<file path="src/rtl/sp_ram_rst.sv">
module sp_ram_rst #(
  parameter int AW = 4,
  parameter int DW = 8,
  parameter bit HAS_CLR = 1'b1,
  parameter bit OUT_STAGE = 1'b0,
  parameter bit CLR_ASYNC = 1'b0,
  parameter bit CLR_OVERRIDES = 1'b0,
  parameter bit WRITE_FIRST = 1'b0,
  parameter bit LATCH_LIMITED = 1'b0,
  parameter logic [DW-1:0] CLR_VAL = '0
) (
  input  logic          clk,
  input  logic          mem_en,
  input  logic          wr_en,
  input  logic [AW-1:0] addr,
  input  logic [DW-1:0] wdata,
  input  logic          clr,
  input  logic          out_ce,
  output logic [DW-1:0] rdata
);
  localparam int DEPTH = 1 << AW;
  localparam bit BAD_CFG = LATCH_LIMITED && !OUT_STAGE && (CLR_OVERRIDES || CLR_ASYNC);


  if (BAD_CFG) begin : g_bad_cfg
    $error("sp_ram_rst: restricted latch accepts only edge-timed, enable-qualified clear (R11)");
  end

  logic [DW-1:0] mem [DEPTH];
  logic [DW-1:0] lat_q, lat_d;
  logic          lat_clr, stg_clr;

  assign lat_d   = (WRITE_FIRST && wr_en) ? wdata : mem[addr];
  assign lat_clr = HAS_CLR && !OUT_STAGE && clr && (CLR_OVERRIDES || mem_en);
  assign stg_clr = HAS_CLR &&  OUT_STAGE && clr && (CLR_OVERRIDES || out_ce);

  always_ff @(posedge clk)
    if (mem_en && wr_en) mem[addr] <= wdata;

  if (CLR_ASYNC) begin : g_lat_async
    always_ff @(posedge clk or posedge lat_clr)
      if (lat_clr)     lat_q <= CLR_VAL;
      else if (mem_en) lat_q <= lat_d;
  end else begin : g_lat_sync
    always_ff @(posedge clk)
      if (lat_clr)     lat_q <= CLR_VAL;
      else if (mem_en) lat_q <= lat_d;
  end

  if (OUT_STAGE) begin : g_stage
    logic [DW-1:0] stg_q;
    if (CLR_ASYNC) begin : g_async
      always_ff @(posedge clk or posedge stg_clr)
        if (stg_clr)     stg_q <= CLR_VAL;
        else if (out_ce) stg_q <= lat_q;
    end else begin : g_sync
      always_ff @(posedge clk)
        if (stg_clr)     stg_q <= CLR_VAL;
        else if (out_ce) stg_q <= lat_q;
    end
    assign rdata = stg_q;
  end else begin : g_direct
    assign rdata = lat_q;
  end
endmodule

</file>
<file path="config.mk">
export PLATFORM = sky130hd
export DESIGN_NAME = sp_ram_rst
export DESIGN_NICKNAME = d
export VERILOG_FILES = /design/src/rtl/sp_ram_rst.sv
export SDC_FILE = /design/constraint.sdc
export NUM_CORES = 1
export LEC_CHECK = 0
export ABC_AREA = 1
export BUFFER_PORTS_ARGS = -buffer_cell sky130_fd_sc_hd__buf_2
export CORE_ASPECT_RATIO = 1.1
export CORE_MARGIN = 2
export CORE_UTILIZATION = 45
export CTS_BUF_LIST = sky130_fd_sc_hd__clkbuf_8
export DETAILED_ROUTE_END_ITERATION = 6
export GPL_TIMING_DRIVEN = 1
export PLACE_DENSITY = 0.72
export SYNTH_ARGS = -nofsm -noshare
export SYNTH_HDL_FRONTEND = slang
export SYNTH_SLANG_ARGS = --single-unit
</file>
<file path="constraint.sdc">
create_clock -name clk -period 5.1 [get_ports clk]
set_input_delay 1.53 -clock clk [delete_from_list [all_inputs] [get_ports clk]]
set_output_delay 1.53 -clock clk [all_outputs]
set_load 0.005 [all_outputs]
</file>
# ---- Word level (Yosys, flattened, before mapping)
# Memory sizes are Yosys's and may differ from the RTL's. A register that Yosys moved wholly into a read port is not among the register bits.
# Index checks and enable logic that the tools add are counted.
dict set report classes {
  n_mux 2
  reduce_logical 2
}
# operator count
set op_table {}
lappend op_table {{$logic_and A1 B1 Y1} 2}
lappend op_table {{$mux W1} 2}
dict set report word_totals {
  regBits 0
  ramBits 128
  output_inout_bits 8
  word_cells 5
  memories 1
}
# memory words word_bits rd rd_ports_with_merged_regs write_ports line
set memory_table {}
lappend memory_table {mem 16 8 1 1 1 29} ;# logic [DW-1:0] mem [DEPTH];

# ---- Depth between registers and ports, before layout
dict set report logic_depth {
  word_depth 3
  ltp_mapped 11
}

# ---- Worst setup path after synthesis
# No wires, ideal clock.
dict set report synth_path {
  path_kind {input -> register}
  from {in addr[1]}
  to {mem mem[15][0], enable pin}
  setup_ns 0.370
  arrival_ns 2.510
  path_slack_ns 2.220
  cell_stages 4
  cell_sequence {buf_2 > clkbuf_1 > nand3_1 > nor2_1}
}
# item line
set synth_lines {}
lappend synth_lines {{start, declared} 15} ;# input logic [AW-1:0] addr,
lappend synth_lines {{end, declared} 29}
# Straight into the memory's write port.

# ---- Worst setup path in the final report
dict set report layout_path {
  from {in addr[0]}
  to {mem mem[4][4], enable pin}
}
# Straight into the memory's write port.

==> results.md <==
* Slew Limit Fails at 0
* Vias in the first global route at 3718
* Post-DP HPWL at 7.24 mm
* Synth Net Count at 538
* Clock power share at a little over a third
* Status: completed
* CP Capture Type: flop
* Post-CTS Setup Repair Bufs at 0
* Drt initial violations at 382
* MaxCap Viol Count at 0
* Final Setup Violations at 0
* Drt pass-1 iters at 4
* Final Hold Fails at 0
* Yosys top cell area share at 68.5%
* Drt wl/cell at 16.6 um
* Total Routing Usage GR at between 10% and 20%
* H-tree depth at 4
* Core area at 12100 um2
* Via density at 5.23
* Final Critical Period at 3.11 ns
* Layout area overhead at 9.34%
* CP peak stage delay at 0.70 ns
* CP max stage cell: nor2_1
* Count of state elements after synthesis at between 100 and 150
* Routed Antenna Nets at 0
* Die Area at 13400 um2
* CP arrival at 3.16 ns
* Cell Rows at 42
* Maximum vdd ir drop at 186 uV
* Final hold slack at 0.456 ns
* Number of I/O port buffers at 23
* HP Class: reg2reg
* Worst Max-Slew Pin Slew at approximately 0.84 ns
* Initial antenna violation count at 0
* Largest net degree at the start of global routing at 49
* Synth top area cells: edfxtp_1 (68%), nand2_1 (18%), nand3_1 (3.5%)
* Nets at 561
* Sequential share of the synthesized area at 71.3%
* Max_slew headroom at ~44%
* Crit-path cells: buf_2 > inv_4 > nand3_1 > nor2_1
* Total I/O pin count at 25
* YS warnings at 0
* Die height at 121 um
* R2R depth at 8
* Hold_buf cts at 0
* Commonest non-fill, non-tap cell in the layout: nand2_1
* Initial Utilization at 46.4%
* Clk sinks at 136
* Setup TNS Final at 0 ns
* Leading area contributor after synthesis: edfxtp_1
* Post-route cell area at roughly 6000 um2
* Comb power frac at ~6.5%
* Kind of critical path: in2reg
* Worst-Skew Late Latency at 0.43 ns
* RSZ-0062 raised after global routing: false
* Sw Ratio at 22.8%
* Cells after synthesis at 521
* Layout cells sized above 1 at 10.4%
* First-pass GRT wire length at approximately 19 mm
* Synth Cell Area at 5610 um2
* Syn avg cell area at 10.8 um2
* CP Launch Type: input pin
* Ant diodes at 0
* CTS tree: built
* RD Place Congestion at 0.882
* Crit path from: addr[0]
* Synth cell types at 18
* CTS Buffer Depth at 2
* Cts bufs inserted at 17
* Sw Pwr at slightly below 0.0005 W
* Root buf cell: clkbuf_8
* Pwr Total at 0.00217 W
* GR Overflow Total at 0
* Leakage at approximately 2.5 nW
* Final WL at 11.8 mm
* Worst r2r src: mem[9][2]$_DFFE_PP_
* DP Area at 5780 um2
* Critical path data required time at 5.16 ns
* DR DRC count at 0
* Hold Crit Start: rdata[4]$_SDFFE_PP0P_
* Via Count at 3719
* Fmax at 0.322 GHz
* Reg power frac at a little under three fifths
* Post-cts sizing count at 0
* Period utilisation layout at between 60% and 70%
* Worst Path Max Fanout at 33
* Clk_skew at 0.0101 ns
* Int Pwr at 0.00168 W
* Crit path to: mem[4][4]$_DFFE_PP_
* Die width at 110 um
* Commonest non-fill, non-tap cells in the layout: nand2_1 (266), edfxtp_1 (128), nand3_1 (39)
* Worst R2R End: rdata[2]$_SDFFE_PP0P_
* Clk slew on worst S/H paths at 0.07 ns
* PwrDens at 353 nW/um2
* Reg2reg setup slack at approximately 3.9 ns
cells in the mapped netlist:
| master | n |
|---|---|
| nand3_1 | 39 |
| nand4_1 | 6 |
| edfxtp_1 | 128 |
| o21ai_1 | 2 |
| nand2_1 | 266 |
| inv_2 | 1 |
| inv_4 | 1 |
| clkbuf_1 | 2 |
| nor2_4 | 1 |
| o21ai_0 | 6 |
| buf_12 | 1 |
| buf_8 | 1 |
| buf_4 | 7 |
| inv_1 | 8 |
| nor2_1 | 32 |
| buf_2 | 10 |
| buf_6 | 2 |
| dfxtp_1 | 8 |
registers in the layout, summed over array words and instances (netlist names):
signal  cells
mem       128
rdata       8
worst min-delay path by stage:
stage / cells after the start / end
3_5_place_dp: 2 / rdata[0]$_SDFFE_PP0P_
5_1_grt: 2 / rdata[4]$_SDFFE_PP0P_
4_1_cts: 2 / rdata[0]$_SDFFE_PP0P_
2_1_floorplan: 2 / rdata[0]$_SDFFE_PP0P_
6_report: 2 / rdata[4]$_SDFFE_PP0P_
3_3_place_gp: 2 / rdata[0]$_SDFFE_PP0P_
final cells by class:
type	instances	area (um2)
Clock buffer	19	262
Clock inverter	13	92.6
Fill cell	1072	5950
Inverter	10	40.0
Multi-Input combinational cell	352	1400
Sequential cell	136	4000
Tap cell	154	193
Timing Repair Buffer	27	145
power by group through the flow:
stage | clock network, W | logic [W] | registers, W
floorplan | 0 | 0.0000879 | 0.00127
global placement | 0 | 0.000135 | 0.00127
detailed placement | 0 | 0.000139 | 0.00127
CTS | 0.000794 | 0.000140 | 0.00124
global route | 0.000841 | 0.000157 | 0.00125
finish | 0.000784 | 0.000140 | 0.00124
routing by layer:
metal	vias to the layer above	global-route usage, %	routed length [um]
met5	-	0	0
met4	0	9.84	372
met3	27	4.95	851
met2	155	29.8	5670
met1	1758	23.6	4930
li1	1779	-	-
cells by family after synthesis:
logic type / Yosys count / synth area share (%)
flip-flops: 136 / 71.3
AND/OR/NAND/NOR: 344 / 24.3
buffers and inverters: 33 / 3.70
AO/OA/AOI/OAI: 8 / 0.713
critical path, delay by kind of cell:
kind	cells	cell delay (ns)
and+or+nand+nor	2	0.97
buffers and inverters	2	0.63
through the flow:
| step | utilization [%] | std cells | worst slack, ns |
|---|---|---|---|
| 4_1_cts | 50.8 | 711 | 1.99 |
| 5_1_grt | 50.8 | 711 | 1.93 |
| 2_1_floorplan | - | 521 | 2.22 |
| 3_3_place_gp | 47.9 | 679 | 1.63 |
| 6_report | 50.8 | 711 | 1.99 |
| 3_5_place_dp | 47.9 | 679 | 1.52 |
Power figures use the tool's default switching activity.
